===== src/rtl/rxq_pkg.sv =====
package rxq_pkg;
   localparam int CSR_W    = 32;
   localparam int CNT_LSB  = 0;
   localparam int CNT_FLD  = 2;
   localparam int FULL_BIT = 3;
   localparam int OVR_BIT  = 4;
   localparam int REL_BIT  = 5;
   localparam int MAX_DEPTH = (1 << CNT_FLD) - 1;
endpackage


===== src/rtl/rxq_ctrl.sv =====
module rxq_ctrl
   import rxq_pkg::*;
#(
   parameter int DEPTH = 3
) (
   input  logic             clk_i,
   input  logic             rst_n_i,
   input  logic             in_valid_i,
   input  logic             wr_en_i,
   input  logic [CSR_W-1:0] wdata_i,
   output logic             push_o,
   output logic             pop_o,
   output logic             empty_o,
   output logic [CSR_W-1:0] rdata_o
);
   localparam int CNT_W = $clog2(DEPTH + 1);

   generate
      if (DEPTH < 1 || DEPTH > MAX_DEPTH) begin : g_bad_depth
         $error("rxq_ctrl: DEPTH must lie in 1..%0d", MAX_DEPTH);
      end
   endgenerate

   logic [CNT_W-1:0] cnt_q, cnt_d;
   logic full_q, ovr_q, rel_q;
   logic at_cap, push, pop, rel_req, set_full, set_ovr, clr_full, clr_ovr;

   assign at_cap   = (cnt_q == CNT_W'(DEPTH));
   assign pop      = rel_q;
   assign push     = in_valid_i && (!at_cap || pop);
   assign set_ovr  = in_valid_i && at_cap && !pop;
   assign rel_req  = wr_en_i && wdata_i[REL_BIT] && !rel_q && (cnt_q != '0);
   assign clr_full = wr_en_i && wdata_i[FULL_BIT];
   assign clr_ovr  = wr_en_i && wdata_i[OVR_BIT];

   always_comb begin
      cnt_d = cnt_q;
      if (push && !pop)      cnt_d = cnt_q + 1'b1;
      else if (pop && !push) cnt_d = cnt_q - 1'b1;
   end

   assign set_full = push && (cnt_d == CNT_W'(DEPTH));

   always_ff @(posedge clk_i) begin
      if (!rst_n_i) begin
         cnt_q  <= '0;
         full_q <= 1'b0;
         ovr_q  <= 1'b0;
         rel_q  <= 1'b0;
      end else begin
         cnt_q  <= cnt_d;
         full_q <= set_full | (full_q & ~clr_full);
         ovr_q  <= set_ovr  | (ovr_q  & ~clr_ovr);
         rel_q  <= rel_req;
      end
   end

   always_comb begin
      rdata_o = '0;
      rdata_o[CNT_LSB +: CNT_W] = cnt_q;
      rdata_o[FULL_BIT] = full_q;
      rdata_o[OVR_BIT]  = ovr_q;
      rdata_o[REL_BIT]  = rel_q;
   end

   assign push_o  = push;
   assign pop_o   = pop;
   assign empty_o = (cnt_q == '0);

   assert_count_bound_R2: assert property (@(posedge clk_i) disable iff (!rst_n_i)
      cnt_q <= CNT_W'(DEPTH));
   assert_release_once_R5: assert property (@(posedge clk_i) disable iff (!rst_n_i)
      rel_q |=> !rel_q);
   assert_release_drops_R3: assert property (@(posedge clk_i) disable iff (!rst_n_i)
      (rel_q && !in_valid_i) |=> (cnt_q == $past(cnt_q) - 1'b1));
   assert_empty_release_R4: assert property (@(posedge clk_i) disable iff (!rst_n_i)
      (cnt_q == '0 && !in_valid_i) |=> (cnt_q == '0 && !rel_q));
   assert_overrun_set_R7: assert property (@(posedge clk_i) disable iff (!rst_n_i)
      (in_valid_i && at_cap && !rel_q) |=> (ovr_q && cnt_q == CNT_W'(DEPTH)));
   assert_swap_no_overrun_R9: assert property (@(posedge clk_i) disable iff (!rst_n_i)
      (in_valid_i && rel_q && !ovr_q) |=> (!ovr_q && $stable(cnt_q)));
   assert_full_sets_R6: assert property (@(posedge clk_i) disable iff (!rst_n_i)
      (in_valid_i && cnt_q == CNT_W'(DEPTH - 1) && !rel_q) |=> full_q);
   assert_flag_hold_R8: assert property (@(posedge clk_i) disable iff (!rst_n_i)
      (full_q && !(wr_en_i && wdata_i[FULL_BIT])) |=> full_q);
endmodule


===== src/rtl/rxq_store.sv =====
module rxq_store #(
   parameter int DEPTH   = 3,
   parameter int FRAME_W = 97
) (
   input  logic               clk_i,
   input  logic               rst_n_i,
   input  logic               push_i,
   input  logic               pop_i,
   input  logic               empty_i,
   input  logic [FRAME_W-1:0] din_i,
   output logic [FRAME_W-1:0] head_o
);
   localparam int PTR_W = (DEPTH > 1) ? $clog2(DEPTH) : 1;

   logic [PTR_W-1:0]   wr_ptr, rd_ptr;
   logic [FRAME_W-1:0] slot_q [DEPTH];

   generate
      if (DEPTH == 1) begin : g_single
         assign wr_ptr = '0;
         assign rd_ptr = '0;
      end else begin : g_ring
         logic [PTR_W-1:0] wr_q, rd_q;
         always_ff @(posedge clk_i) begin
            if (!rst_n_i) begin
               wr_q <= '0;
               rd_q <= '0;
            end else begin
               if (push_i) wr_q <= (wr_q == PTR_W'(DEPTH - 1)) ? '0 : wr_q + 1'b1;
               if (pop_i)  rd_q <= (rd_q == PTR_W'(DEPTH - 1)) ? '0 : rd_q + 1'b1;
            end
         end
         assign wr_ptr = wr_q;
         assign rd_ptr = rd_q;
      end

      for (genvar g = 0; g < DEPTH; g++) begin : g_slot
         logic [FRAME_W-1:0] q;
         always_ff @(posedge clk_i) begin
            if (push_i && wr_ptr == PTR_W'(g)) q <= din_i;
         end
         assign slot_q[g] = q;
      end
   endgenerate

   assign head_o = slot_q[rd_ptr];

   assert_head_steady_R10: assert property (@(posedge clk_i) disable iff (!rst_n_i)
      (!pop_i && !empty_i) |=> $stable(head_o));
   assert_fill_shows_R2: assert property (@(posedge clk_i) disable iff (!rst_n_i)
      (push_i && empty_i) |=> (head_o == $past(din_i)));
endmodule


===== src/rtl/rxq_mailbox.sv =====
module rxq_mailbox
   import rxq_pkg::*;
#(
   parameter int DEPTH  = 3,
   parameter int ID_W   = 29,
   parameter int LEN_W  = 4,
   parameter int DATA_W = 64
) (
   input  logic              clk,
   input  logic              rst_n,
   input  logic              rx_valid,
   input  logic [ID_W-1:0]   rx_id,
   input  logic [LEN_W-1:0]  rx_len,
   input  logic [DATA_W-1:0] rx_data,
   input  logic              csr_wr,
   input  logic [31:0]       csr_wdata,
   output logic [31:0]       csr_rdata,
   output logic [ID_W-1:0]   mb_id,
   output logic [LEN_W-1:0]  mb_len,
   output logic [DATA_W-1:0] mb_data
);
   localparam int FRAME_W = ID_W + LEN_W + DATA_W;

   generate
      if (CSR_W != 32) begin : g_bad_csr
         $error("rxq_mailbox: status word must be 32 bits");
      end
   endgenerate

   logic push, pop, empty;
   logic [FRAME_W-1:0] head;

   rxq_ctrl #(.DEPTH(DEPTH)) u_ctrl (
      .clk_i      (clk),
      .rst_n_i    (rst_n),
      .in_valid_i (rx_valid),
      .wr_en_i    (csr_wr),
      .wdata_i    (csr_wdata),
      .push_o     (push),
      .pop_o      (pop),
      .empty_o    (empty),
      .rdata_o    (csr_rdata)
   );

   rxq_store #(.DEPTH(DEPTH), .FRAME_W(FRAME_W)) u_store (
      .clk_i   (clk),
      .rst_n_i (rst_n),
      .push_i  (push),
      .pop_i   (pop),
      .empty_i (empty),
      .din_i   ({rx_id, rx_len, rx_data}),
      .head_o  (head)
   );

   assign {mb_id, mb_len, mb_data} = head;

   assert_reserved_zero_R1: assert property (@(posedge clk) disable iff (!rst_n)
      (csr_rdata[31:6] == '0 && csr_rdata[2] == 1'b0));
endmodule


===== config.mk =====
export PLATFORM = sky130hd
export DESIGN_NAME = rxq_mailbox
export DESIGN_NICKNAME = d
export VERILOG_FILES = /design/src/rtl/rxq_pkg.sv /design/src/rtl/rxq_ctrl.sv /design/src/rtl/rxq_store.sv /design/src/rtl/rxq_mailbox.sv
export SDC_FILE = /design/constraint.sdc
export NUM_CORES = 1
export LEC_CHECK = 0
export BUFFER_PORTS_ARGS = -buffer_cell sky130_fd_sc_hd__buf_4
export CAP_MARGIN = 20
export CORE_UTILIZATION = 58
export DETAILED_ROUTE_END_ITERATION = 6
export PLACE_DENSITY = 0.81
export SYNTH_ARGS = -nofsm -noshare
export SYNTH_HDL_FRONTEND = slang
export SYNTH_SLANG_ARGS = --single-unit
export TNS_END_PERCENT = 5

===== constraint.sdc =====
create_clock -name clk -period 15.2 [get_ports clk]
set_input_delay 1.52 -clock clk [delete_from_list [all_inputs] [get_ports clk]]
set_output_delay 1.52 -clock clk [all_outputs]
set_load 0.05 [all_outputs]

# Yosys cells after proc, flatten, opt, wreduce, memory -nomap -nowiden
# Cells that the tools add are included.
# totals
regBits	300
latchBits	0
mem_bits_rw	0
mem_bits_ro	0
in_bits	133
n_memories	0
# classes
n_addsub	4
multipliers	0
n_div	0
magnitude_cmp	1
eq_ne	5
shifts	0
n_mux	7
n_bitwise	7
n_reduce_logical	20
# op_table
operator	count
$bmux 97 s2	1
$mux 97	2
$logic_and 1x1->1	14
$eq 2x2->1 const B	4
$mux 2	4
$add 2x1->2 const B	3
$ge 3x3->1 const B	1
$logic_not 1->1	3
$not 2->3	1
$and 1x1->1	2
$eq 2x1->1 const B	1
$logic_not 2->1	1
$not 1->1	2
$or 1x1->1	2
$reduce_bool 2->1	1
$sub 2x1->2 const B	1
$logic_or 1x1->1	1

# Logic depth before layout (Yosys ltp)
# Gate-level depths: netlist of run 1.
# depth
word_depth	11
depth_mapped	7
mapped_depth_nobuf	5

# Hierarchy
# Synthesis of run 1 repeated with hierarchy kept, for this count alone.
# hier_totals
hier_cells	601
hier_area_um2	11583.6
# by_module_without_submodules
mod	instances	cells_each	area_per_inst_um2	seq_area_each_um2
rxq_store	1	537	11081.9	8818.5
rxq_ctrl	1	64	501.7	100.1

# Least setup slack after synthesis of run 1
# OpenSTA, ideal clock, no wires.
# synth_timing
path_kind	input-to-reg
from	in rx_valid
to	reg u_store.g_slot[1].q[0], enable pin
setup_time_ns	0.694
arrival_time_ns	8.838
required_time_ns	14.506
setup_slack_ns	5.668
cell_stages	2
n_path_buf	0
path_cell_list	o21ai_0 nor3b_1
# synth_via
elab_chain_cells	2
# synth_lines
item	line_no	text
from (decl)	rxq_mailbox.sv:11	input logic rx_valid,
$logic_and 1x1->1	rxq_ctrl.sv:30	assign push = in_valid_i && (!at_cap || pop);
$logic_and 1x1->1	rxq_store.sv:40	if (push_i && wr_ptr == PTR_W'(g)) q <= din_i;
to (signal assigned)	rxq_store.sv:40	
to (decl)	rxq_store.sv:38	logic [FRAME_W-1:0] q;
# Every way passes these cells.
# A chain may end at the register's enable or synchronous reset.

# Worst setup path after layout of run 1
# layout_timing
from	reg u_store.g_ring.rd_q[0]
to	out mb_data[61]
# layout_via
elab_chain_cells	4
# layout_lines
item	line_no	text
from (decl)	rxq_store.sv:23	logic [PTR_W-1:0] wr_q, rd_q;
from (signal assigned)	rxq_store.sv:30	if (pop_i) rd_q <= (rd_q == PTR_W'(DEPTH - 1)) ? '0 : rd_q + 1'b1;
$not 2->3 (not written as such)	rxq_store.sv:46	assign head_o = slot_q[rd_ptr];
$bmux 97 s2	rxq_store.sv:46	
$mux 97 (not written as such) (2 in series)	rxq_store.sv:46	
to (decl)	rxq_mailbox.sv:20	output logic [DATA_W-1:0] mb_data
# Every way passes these cells. The select of a mux whose other input is x is not followed.

==> results of run 1 <==
routing by layer:
metal / part of all wire [%] / vias to the layer above
li1: - / 2955
met1: 37 / 3067
met2: 51 / 242
met3: 10 / 28
met4: 1.6 / 0
met5: 0 / -
area by class of cell:
cell class | count | area share [%]
clock buffers | 35 | 5.633
clock inverters | 17 | 1.203
inverters | 4 | 0.1070
multi-input cells | 353 | 15.67
flip-flops and latches | 300 | 63.57
well taps | 260 | 2.317
repair buffers | 215 | 11.50
registers in the layout, summed over array words and instances, names as in the netlist:
| signal | cells |
|---|---|
| u_store.g_ring.wr_q | 2 |
| u_ctrl.ovr_q | 1 |
| u_ctrl.full_q | 1 |
| u_ctrl.cnt_q | 2 |
| u_ctrl.pop_o | 1 |
| u_store.g_ring.rd_q | 2 |
| u_store.g_slot.q | 291 |
worst max-delay path: stages, from the launching register on:
cell     delay (ns)
dfxtp_4        0.58
nor2b_4        0.92
buf_4          0.70
nand2_1        0.17
o21ai_0        0.15
buf_4          0.25
final timing paths:
path	endpoint	slack [ns]	cells after the start
worst max register to register	u_store.g_slot[1].q[43]	13.02	5
worst max-delay path	mb_data[61]	10.33	5
worst min register to register	u_ctrl.ovr_q	0.53	2
worst min-delay path	u_ctrl.ovr_q	0.53	2
power breakdown:
part           switching, mW  internal (mW)  leakage (nW)
registers             0.0128          0.954          2.76
clock network          0.283          0.420         0.461
logic                  0.176         0.0731          1.60
logic make-up (layout without fill, tap and decap cells):
kind of cell             Yosys count  in the layout  synth area share (%)
buffers and inverters             68            271                 3.417
AO/OA/AOI/OAI                    105            105                 4.736
other                              1             27               0.03293
AND/OR/NAND/NOR                  116            116                 4.175
XOR/XNOR                           1              1               0.07693
adder cells (fa/ha/maj)            2              2                0.2197
flip-flops                       300            300                 78.32
multiplexers                     102            102                 9.021
placed cells by master, fill, tap and decap left out, types with 3 or more instances in the layout:
| cell | count |
|---|---|
| dfxtp_1 | 7 |
| clkinv_1 | 5 |
| clkbuf_1 | 4 |
| bufinv_16 | 3 |
| clkbuf_16 | 31 |
| nand2_1 | 100 |
| and2_1 | 4 |
| clkinvlp_4 | 3 |
| buf_4 | 215 |
| edfxtp_1 | 291 |
| clkinv_2 | 4 |
| conb_1 | 27 |
| o21ai_0 | 99 |
| inv_1 | 4 |
| mux2i_1 | 100 |
metrics by stage:
step	instances	area, um2	util, %	setup slack (ns)
final	1184	14040	74.05	10.33
after global routing	1184	14040	74.05	10.08
after CTS	1184	14040	74.05	10.22
after detailed placement	1132	13080	68.99	10.84
after global placement	1132	13080	68.99	10.85
after floorplan	721	11480	-	5.668
==> results.rst, run 1 <==
.. list-table::
   :header-rows: 1

   * - Metric
     - Value
   * - Count of hold buffers inserted by post-cts repair
     - 0
   * - Max rail drop VDD
     - between 0.1 and 0.15 mV
   * - Nets
     - 1039
   * - Drt pass-1 iters
     - 5
   * - Post-synth ARST share
     - 0%
   * - Pin slew with the least headroom to its limit
     - 1.030 ns
   * - Total CTS buffers
     - 30
   * - Starting DRT DRC Count
     - around 330
   * - PD cells
     - around 140 mW/mm2
   * - TritonCTS clock tree
     - built
   * - Met1 global-route usage
     - around a quarter
   * - Worst hold margin
     - 0.5311 ns
   * - Number of vias after detailed routing
     - around 6300
   * - Synth Instances
     - ~700
   * - Post-synth EDFFs
     - 291
   * - Share of final-layout standard cells stronger than drive strength 1
     - roughly 29%
   * - Vias in the first global route
     - ~6300
   * - Portion of synthesized cell area occupied by the leading cell type
     - 76.74%
   * - Start of the worst register-to-register path
     - u_ctrl.cnt_q[0]
   * - Die Ht
     - 142.1 um
   * - Number of flip-flops and latches in the synthesized netlist
     - 300
   * - Worst clock skew
     - between 0.01 and 0.015 ns
   * - Register clock-pin slew on the reported worst setup and hold paths
     - 0.06 ns
   * - DR WL/cell
     - 18.03 um
   * - Count of maximum capacitance violations
     - 0
   * - Ports placed on the boundary
     - roughly 260
   * - Count of different cell masters after synthesis
     - 27
   * - Global-route met2 utilization
     - 36.92%
   * - Global Route met3 Usage
     - 6.898%
   * - Sequential cell area
     - slightly below 0.009 mm2
   * - Cell taking the most area after synthesis
     - edfxtp_1
   * - Relative slew slack
     - between 30% and 40%
   * - Diodes inserted
     - 0
   * - Run status
     - finished, final reports clean
   * - Number of clock sinks
     - 300
   * - Overall power of the completed layout
     - between 1.5 and 2 mW
   * - Max Clock Freq
     - slightly above 200 MHz
   * - Critical Path Source Type
     - register
   * - Global-route wire length before repair
     - between 30000 and 40000 um
   * - Final RePlAce weighted congestion
     - approximately 0.74
   * - Bufs on Longest Clock Path
     - 3
   * - Leftover overflow at the end of global routing
     - 0
   * - Cell types with the highest counts after synthesis
     - edfxtp_1, mux2i_1, nand2_1
   * - H-tree depth
     - 1
   * - Total of endpoints with negative setup slack in the final report
     - 0
   * - GR peak layer
     - met2
   * - Core box area
     - ~0.019 mm2
   * - Final sum of negative setup slack
     - 0 ns
   * - Hold path startpoint
     - u_ctrl.ovr_q
   * - Avg Inst Size Synth
     - between 15 and 20 um2
   * - Post-route fraction of the period consumed by the critical path
     - between 30% and 40%
   * - Total of cells resized after clock tree synthesis
     - 0
   * - Pins over their slew limit
     - 0
   * - Fin crit period
     - about 5 ns
   * - Latest clock arrival within the worst-skew pair
     - roughly 0.54 ns
   * - Dominant cell by count in the synthesized netlist
     - edfxtp_1
   * - Static leakage power
     - about 4.8 nW
   * - Class of the worst hold path
     - reg2reg
   * - Clock tree root driver cell
     - clkbuf_16
   * - Peak fanout along the critical path
     - 57
   * - Required time of the critical path
     - 13.68 ns
   * - Number of hold violations in the final report
     - 0
   * - Leading cell types by total area after synthesis
     - edfxtp_1, mux2i_1, o21ai_0, nand2_1, buf_4
   * - Sequential fraction of the synthesis area
     - 78.32%
   * - Post-route ant nets
     - 0
   * - Yosys synthesis warning count
     - 0
   * - Post-CTS setup buffer count
     - 0
   * - Critical path capture point type
     - output pin
   * - Initial cell density of the core
     - 60.07%
   * - Crit Path Class
     - reg2out
   * - # DRC
     - 0
   * - WP data arrival
     - ~3.4 ns
   * - Post-synthesis to final-layout area growth
     - 23.27%
   * - Fill cell instance count of the final layout
     - ~1200
   * - Number of vias per cell
     - 5.314
   * - Count of buffers inserted at the top-level ports
     - 205
   * - Area enclosed by the die boundary
     - between 0.02 and 0.025 mm2
   * - Area of the mapped netlist
     - 0.01139 mm2
   * - Die outline width
     - around 140 um
   * - Setup repair after global routing missed its margin
     - false
   * - Pin count of the biggest net entering global routing
     - 58
   * - Initial antenna violation count
     - 0
   * - Total Routing Usage GR
     - between 20% and 30%
   * - Critical Path Source
     - u_store.g_ring.rd_q[0]
   * - Post-synth top flop
     - edfxtp_1
   * - Area of combinational cells with multiple inputs
     - ~0.0022 mm2
   * - Total routed wirelength
     - about 21000 um
   * - Sum of net half-perimeters after detailed placement
     - between 10000 and 15000 um
   * - Number of placement rows
     - 50
Note: power is estimated with default switching activity, not from simulation.
==> run 2, diff against run 1 <==
--- a/config.mk
+++ b/config.mk
@@ -7,9 +7,9 @@
 export LEC_CHECK = 0
 export BUFFER_PORTS_ARGS = -buffer_cell sky130_fd_sc_hd__buf_4
 export CAP_MARGIN = 20
-export CORE_UTILIZATION = 58
+export CORE_UTILIZATION = 54
 export DETAILED_ROUTE_END_ITERATION = 6
-export PLACE_DENSITY = 0.81
+export PLACE_DENSITY = 0.76
 export SYNTH_ARGS = -nofsm -noshare
 export SYNTH_HDL_FRONTEND = slang
 export SYNTH_SLANG_ARGS = --single-unit
==> constraint.sdc (replaced) <==
create_clock -name clk -period 4.89 [get_ports clk]
set_input_delay 0.489 -clock clk [delete_from_list [all_inputs] [get_ports clk]]
set_output_delay 0.489 -clock clk [all_outputs]
set_load 0.05 [all_outputs]
==> results.rst, run 2 (same netlist as run 1, synthesis figures left out) <==
.. list-table::
   :header-rows: 1

   * - Metric
     - Value
   * - Run status
     - finished, final reports clean
   * - Critical path capture point type
     - output pin
   * - Required time of the critical path
     - 4.40 ns (-9.28 ns)
   * - Die outline width
     - 147.2 um (+3.6%)
   * - Pin count of the biggest net entering global routing
     - 100 (+72%)
   * - Worst hold margin
     - 0.1367 ns (-0.3944 ns)
   * - Global-route wire length before repair
     - 32440 um (+0.43%)
   * - Final sum of negative setup slack
     - 0 ns (unchanged)
   * - Die Ht
     - 147.2 um (+3.6%)
   * - Sequential cell area
     - 0.008924 mm2 (unchanged)
   * - Count of hold buffers inserted by post-cts repair
     - 0 (unchanged)
   * - Total routed wirelength
     - 21280 um (-0.33%)
   * - Core box area
     - 0.02043 mm2 (+7.8%)
   * - Initial cell density of the core
     - 55.74% (-4.3 points)
   * - Final cell count without fillers
     - 1198 (+1.2%)
   * - Number of cells traversed by the worst register-to-register path
     - 6 (+1)
   * - Total Routing Usage GR
     - 19.34% (-1.5 points)
   * - Vias in the first global route
     - 6192 (-1.8%)
   * - Max Clock Freq
     - roughly 260 MHz
   * - Post-synthesis to final-layout area growth
     - 23.66%
   * - Fin crit period
     - 3.880 ns
   * - Nets
     - 1039 (unchanged)
   * - Critical Path Source Type
     - register
   * - Total of cells resized after clock tree synthesis
     - 0 (unchanged)
   * - Pins over their slew limit
     - 0 (unchanged)
   * - Area enclosed by the die boundary
     - 0.02167 mm2 (+7.3%)
   * - Number of vias per cell
     - 5.210 (-2.0%)
   * - Max rail drop VDD
     - 0.3348 mV (+180%)
   * - Class of the worst hold path
     - in2reg
   * - Count of buffers inserted at the top-level ports
     - 205 (unchanged)
   * - Share of final-layout standard cells stronger than drive strength 1
     - 28.59% (-0.20 points)
   * - Static leakage power
     - 4.834 nW (about the same)
   * - Area of combinational cells with multiple inputs
     - 0.002218 mm2 (+0.85%)
   * - Max reg flops
     - 291 (unchanged)
   * - Peak fanout along the critical path
     - 59 (+3.5%)
   * - Latest clock arrival within the worst-skew pair
     - 0.54 ns (about the same)
   * - Crit Path Class
     - reg2out
   * - Drt pass-1 iters
     - 4 (-1)
   * - Total CTS buffers
     - 30 (unchanged)
   * - Number of placement rows
     - 52 (+4.0%)
   * - PD cells
     - 420.8 mW/mm2 (+210%)
   * - Min-Delay Path Depth
     - 1 (-1)
   * - Overall power of the completed layout
     - 5.925 mW (+210%)
   * - Most frequent cells in the layout
     - edfxtp_1, buf_4, mux2i_1, nand2_1, o21ai_0
   * - Number of hold violations in the final report
     - 0 (unchanged)
   * - Sum of net half-perimeters after detailed placement
     - 12090 um (-2.0%)
   * - Number of clock sinks
     - 300 (unchanged)
   * - Initial antenna violation count
     - 1 (+1)
   * - Register clock-pin slew on the reported worst setup and hold paths
     - 0.06 ns (about the same)
   * - Start of the worst register-to-register path
     - u_ctrl.cnt_q[1]
   * - DR WL/cell
     - 17.76 um (-1.5%)
   * - Post-route ant nets
     - 0 (unchanged)
   * - Total of endpoints with negative setup slack in the final report
     - 0 (unchanged)
   * - Setup repair after global routing missed its margin
     - false
   * - H-tree depth
     - 1 (unchanged)
   * - Hold path startpoint
     - rx_id[22]
   * - Leftover overflow at the end of global routing
     - 0 (unchanged)
   * - Top reg by flops
     - u_store.g_slot.q
   * - Post-CTS setup buffer count
     - 0 (unchanged)
   * - Bufs on Longest Clock Path
     - 3 (unchanged)
   * - Worst clock skew
     - 0.02332 ns (+0.009790 ns)
   * - Fill cell instance count of the final layout
     - 1393 (+21%)
   * - Final RePlAce weighted congestion
     - 0.7332 (-0.64%)
   * - Relative slew slack
     - 26.46% (-4.7 points)
   * - TritonCTS clock tree
     - built
   * - Count of maximum capacitance violations
     - 0 (unchanged)
   * - Inst Count DP
     - 1141 (+0.80%)
   * - Clock tree root driver cell
     - clkbuf_16
   * - Most frequent standard cell in the layout excluding fill and tap cells
     - edfxtp_1
   * - Post-route fraction of the period consumed by the critical path
     - between 70 and 80%
   * - Critical Path Source
     - u_store.g_ring.rd_q[0]
   * - Pin slew with the least headroom to its limit
     - 1.103 ns (+0.07322 ns)
   * - Starting DRT DRC Count
     - 304 (-8.4%)
   * - WP data arrival
     - 3.39 ns (+0.04 ns)
   * - Ports placed on the boundary
     - 262 (unchanged)
   * - Number of vias after detailed routing
     - 6242 (-0.79%)
   * - # DRC
     - 0 (unchanged)
run 2: cell types whose count changed in the layout (fill, tap and decap cells not counted), sizes merged:
cell    change
diode       +1
clkinv      +5
clkbuf      -1
bufinv      -1
run 2: worst paths after layout:
kind / end / slack, ns
setup / recovery: mb_data[15] / 1.01
hold / removal: u_store.g_slot[0].q[90] / 0.14
setup reg to reg: u_store.g_slot[0].q[70] / 2.51
hold reg to reg: u_ctrl.pop_o / 0.50
run 2: where the power goes:
group	switching, mW	total, mW	leakage, nW	internal [mW]
combinational	0.547	0.782	1.62	0.236
sequential	0.0417	3.01	2.76	2.97
clock	0.885	2.14	0.453	1.25
run 2: per-layer routing:
metal,up-vias,part of all wire [%],track usage (%),wire length (um)
li1,2963,-,-,-
met1,3020,40,23.99,8497
met2,228,48,32.52,10160
met3,31,10,6.739,2124
met4,0,2.3,4.845,493
met5,-,0,0,0
run 2: worst max-delay path, cell delays in order, from the launching register on:
cell     delay (ns)
dfxtp_4        0.65
nor2b_4        0.91
buf_4          0.68
nand2_1        0.15
o21ai_0        0.11
buf_4          0.23
run 2: through the flow:
step | area [um2] | setup WS (ns) | utilization, %
global route | 14080 | 0.7471 | 68.91
detailed placement | 13110 | 1.498 | 64.19
global placement | 13110 | 1.470 | 64.19
finish | 14080 | 1.010 | 68.92
CTS | 14050 | 0.8869 | 68.78
floorplan | 11510 | -0.5108 | -
run 2: cell type report:
type,count,area share (%)
multi-input cells,353,15.75
flip-flops and latches,300,63.37
diodes,1,0.01777
repair buffers,215,11.69
inverters,4,0.1066
clock inverters,21,1.066
well taps,270,2.399
clock buffers,34,5.589
==> run 3, diff against run 2 <==
--- a/config.mk
+++ b/config.mk
@@ -5,6 +5,7 @@
 export SDC_FILE = /design/constraint.sdc
 export NUM_CORES = 1
 export LEC_CHECK = 0
+export ABC_AREA = 1
 export BUFFER_PORTS_ARGS = -buffer_cell sky130_fd_sc_hd__buf_4
 export CAP_MARGIN = 20
 export CORE_UTILIZATION = 54
==> constraint.sdc (replaced) <==
create_clock -name clk -period 3.8 [get_ports clk]
set_input_delay 0.38 -clock clk [delete_from_list [all_inputs] [get_ports clk]]
set_output_delay 0.38 -clock clk [all_outputs]
set_load 0.05 [all_outputs]
==> results.rst, run 3 <==
.. list-table::
   :header-rows: 1

   * - Metric
     - Value
   * - Leftover overflow at the end of global routing
     - 0 (unchanged)
   * - Critical Path Source Type
     - register
   * - Global-route wire length before repair
     - 35380 um (+9.1%)
   * - Required time of the critical path
     - 3.42 ns (-0.98 ns)
   * - Fill cell instance count of the final layout
     - 1419 (+1.9%)
   * - Fin crit period
     - 3.047 ns
   * - Cell taking the most area after synthesis
     - edfxtp_1
   * - Clock Power Share
     - 36.2% (+0.2 points)
   * - Pins over their slew limit
     - 0 (unchanged)
   * - Initial cell density of the core
     - 55.45% (-0.29 points)
   * - Max Clock Freq
     - 328.1 MHz
   * - Avg Inst Size Synth
     - 13.87 um2 (-15%)
   * - Post-synthesis to final-layout area growth
     - 23.49%
   * - PD cells
     - 570.7 mW/mm2 (+36%)
   * - Count of maximum capacitance violations
     - 0 (unchanged)
   * - Worst-path cell chain
     - inv_2, nand2_1, clkinv_2, buf_4, nand2_1, nand3_1, buf_4
   * - Mux contribution to synthesized area
     - 0% (-9.0 points)
   * - Leading cell types by total area after synthesis
     - edfxtp_1, nand3_1, nand2_1, buf_4, dfxtp_1
   * - DR WL/cell
     - 17.29 um (-2.7%)
   * - Critical path capture point type
     - output pin
   * - Max rail drop VDD
     - 0.4590 mV (+37%)
   * - Core box area
     - 0.02043 mm2 (unchanged)
   * - Bufs on Longest Clock Path
     - 3 (unchanged)
   * - Drt pass-1 iters
     - 5 (+1)
   * - Pin slew with the least headroom to its limit
     - 1.012 ns (-0.09142 ns)
   * - Post-route fraction of the period consumed by the critical path
     - between 80% and 90%
   * - Relative slew slack
     - 32.55% (+6.1 points)
   * - Nets
     - 1155 (+11%)
   * - Total routed wirelength
     - 22660 um (+6.5%)
   * - Cell types with the highest counts after synthesis
     - edfxtp_1, nand2_1, nand3_1
   * - Final sum of negative setup slack
     - 0 ns (unchanged)
   * - Post-synth top flop
     - edfxtp_1
   * - Top reg by flops
     - u_store.g_slot.q
   * - Number of vias per cell
     - 5.250 (+0.76%)
   * - Total of cells resized after clock tree synthesis
     - 0 (unchanged)
   * - Number of hold violations in the final report
     - 0 (unchanged)
   * - Final RePlAce weighted congestion
     - 0.7294 (-0.52%)
   * - Static leakage power
     - 5.342 nW (+11%)
   * - Latest clock arrival within the worst-skew pair
     - 0.53 ns (about the same)
   * - Setup repair after global routing missed its margin
     - false
   * - Largest family of logic cells by synthesized area
     - simple AND/OR/NAND/NOR gates
   * - Post-Synth XOR/XNOR Area
     - 0% (-0.077 points)
   * - Vias in the first global route
     - 6892 (+11%)
   * - Count of buffers inserted at the top-level ports
     - 205 (unchanged)
   * - Number of placement rows
     - 52 (unchanged)
   * - Worst clock skew
     - 0.01819 ns (-0.005127 ns)
   * - Crit Path Class
     - reg2out
   * - Reported net switching power
     - 2.105 mW (+43%)
   * - Die outline width
     - 146.8 um (-0.25%)
   * - Count of hold buffers inserted by post-cts repair
     - 0 (unchanged)
   * - Diodes inserted
     - 0 (-1)
   * - Area enclosed by the die boundary
     - 0.02156 mm2 (-0.51%)
   * - Ports placed on the boundary
     - 262 (unchanged)
   * - Portion of total power attributed to combinational logic
     - 15.5% (+2.3 points)
   * - Max reg flops
     - 291 (unchanged)
   * - Total Routing Usage GR
     - 21.22% (+1.9 points)
   * - Sequential cell area
     - 0.008925 mm2 (about the same)
   * - Adder-Cell Fraction of Synth Area
     - 0.2209% (+0.0011 points)
   * - Portion of total power attributed to sequential cells
     - 48.3% (-2.5 points)
   * - Synth Instances
     - 817 (+18%)
   * - Number of vias after detailed routing
     - 6883 (+10%)
   * - Register clock-pin slew on the reported worst setup and hold paths
     - 0.07 ns (about the same)
   * - Share of final-layout standard cells stronger than drive strength 1
     - 26.22% (-2.4 points)
   * - Post-synth EDFFs
     - 291 (unchanged)
   * - H-tree depth
     - 1 (unchanged)
   * - Maximum cell stage delay along the critical path
     - 0.80 ns (-0.11 ns)
   * - Area of the mapped netlist
     - 0.01133 mm2 (-0.52%)
   * - Portion of synthesized cell area occupied by the leading cell type
     - 77.14% (+0.40 points)
   * - Sum of net half-perimeters after detailed placement
     - 13150 um (+8.7%)
   * - Class of the worst hold path
     - in2reg
   * - Area of combinational cells with multiple inputs
     - 0.002014 mm2 (-9.2%)
   * - Simple-Gate Fraction of Synth Area
     - 16.05% (+12 points)
   * - TritonCTS clock tree
     - built
   * - Initial antenna violation count
     - 0 (-1)
   * - Most frequent standard cell in the layout excluding fill and tap cells
     - edfxtp_1
   * - Post-CTS setup buffer count
     - 0 (unchanged)
   * - # DRC
     - 0 (unchanged)
   * - Synth Area in Compound Gates
     - 0.5191% (-4.2 points)
   * - Die Ht
     - 146.8 um (-0.25%)
   * - Run status
     - finished, final reports clean
   * - Number of cells traversed by the worst register-to-register path
     - 5 (-1)
   * - Overall power of the completed layout
     - 7.985 mW (+35%)
   * - Peak fanout along the critical path
     - 77 (+31%)
   * - Starting DRT DRC Count
     - 365 (+20%)
   * - Post-synth ARST share
     - 0% (unchanged)
   * - Pin count of the biggest net entering global routing
     - 85 (-15%)
   * - Count of different cell masters after synthesis
     - 20 (-26%)
   * - Post-route ant nets
     - 0 (unchanged)
   * - Number of flip-flops and latches in the synthesized netlist
     - 300 (unchanged)
   * - Critical-path top delay cell
     - buf_4
   * - Fraction of power spent switching nets
     - 26.36% (+1.5 points)
   * - Most frequent cells in the layout
     - edfxtp_1, buf_4, nand2_1
   * - Total of endpoints with negative setup slack in the final report
     - 0 (unchanged)
   * - Dominant cell by count in the synthesized netlist
     - edfxtp_1
   * - Clock tree root driver cell
     - clkbuf_16
   * - Number of clock sinks
     - 300 (unchanged)
   * - Total CTS buffers
     - 29 (-3.3%)
   * - Int Pwr
     - 5.880 mW (+32%)
   * - Yosys synthesis warning count
     - 0 (unchanged)
   * - Sequential fraction of the synthesis area
     - 78.73% (+0.41 points)
   * - WP data arrival
     - 2.67 ns (-0.72 ns)
   * - Min-Delay Path Depth
     - 1 (unchanged)
-- run 3: cell types whose count changed after synthesis, sizes merged, moves of 5 or more --
cell	previous run	this run
mux2i	100	0
o21ai	99	1
nand2	100	209
buf	47	57
and2	5	0
inv	4	17
a21oi	2	7
nand3	1	203
-- run 3: final timing paths --
check                                  to                   start  slack [ns]
hold / removal    u_store.g_slot[0].q[68]                rx_id[0]        0.04
hold reg to reg    u_store.g_ring.wr_q[1]  u_store.g_ring.wr_q[1]        0.48
setup reg to reg   u_store.g_slot[0].q[6]            u_ctrl.pop_o        1.49
setup / recovery              mb_data[35]  u_store.g_ring.rd_q[0]        0.75
-- run 3: cell type report --
cell class / instances / area share, %
flip-flops and latches: 300 / 63.80
multi-input cells: 455 / 14.40
repair buffers: 217 / 11.91
clock buffers: 32 / 5.268
well taps: 270 / 2.415
clock inverters: 20 / 1.690
inverters: 17 / 0.5187
-- run 3: critical path: cells and delay by family, from the launching register on --
| family | cells | cell delay, ns |
|---|---|---|
| buf+inv | 4 | 1.32 |
| flops | 1 | 0.42 |
| simple gates | 3 | 0.36 |
-- run 3: per-layer routing --
metal / part of all wire [%] / vias to the layer above / global-route usage, %
met1: 38 / 3321 / 25.42
li1: - / 3284 / -
met3: 8.0 / 35 / 5.683
met4: 2.2 / 0 / 7.083
met5: 0 / - / 0
met2: 52 / 243 / 37.18
-- run 3: power groups by stage --
stage | registers (mW) | logic, mW | clock network, mW
2_1_floorplan | 3.94 | 0.831 | 0
3_3_place_gp | 3.92 | 1.23 | 0
3_5_place_dp | 3.93 | 1.25 | 0
4_1_cts | 3.85 | 1.25 | 2.95
5_1_grt | 3.87 | 1.31 | 3.07
6_report | 3.86 | 1.24 | 2.89
-- run 3: cell families (layout without fill, tap and decap cells) --
kind of cell,after synthesis,count (layout)
simple gates,416,416
flops,300,300
buf+inv,88,286
compound gates,10,10
fa+ha+maj,2,2
other cells,1,27
-- run 3: per-stage QoR --
step	cells	utilization, %	cell area [um2]	worst slack [ns]	hold slack, ns
final	1311	68.48	13990	0.7526	0.03679
after detailed placement	1259	63.71	13020	1.329	0.4763
after floorplan	843	-	11440	0.04464	0.4437
after CTS	1311	68.48	13990	0.7179	0.01566
after global placement	1259	63.71	13020	1.370	0.4578
after global routing	1311	68.48	13990	0.5720	0.009381
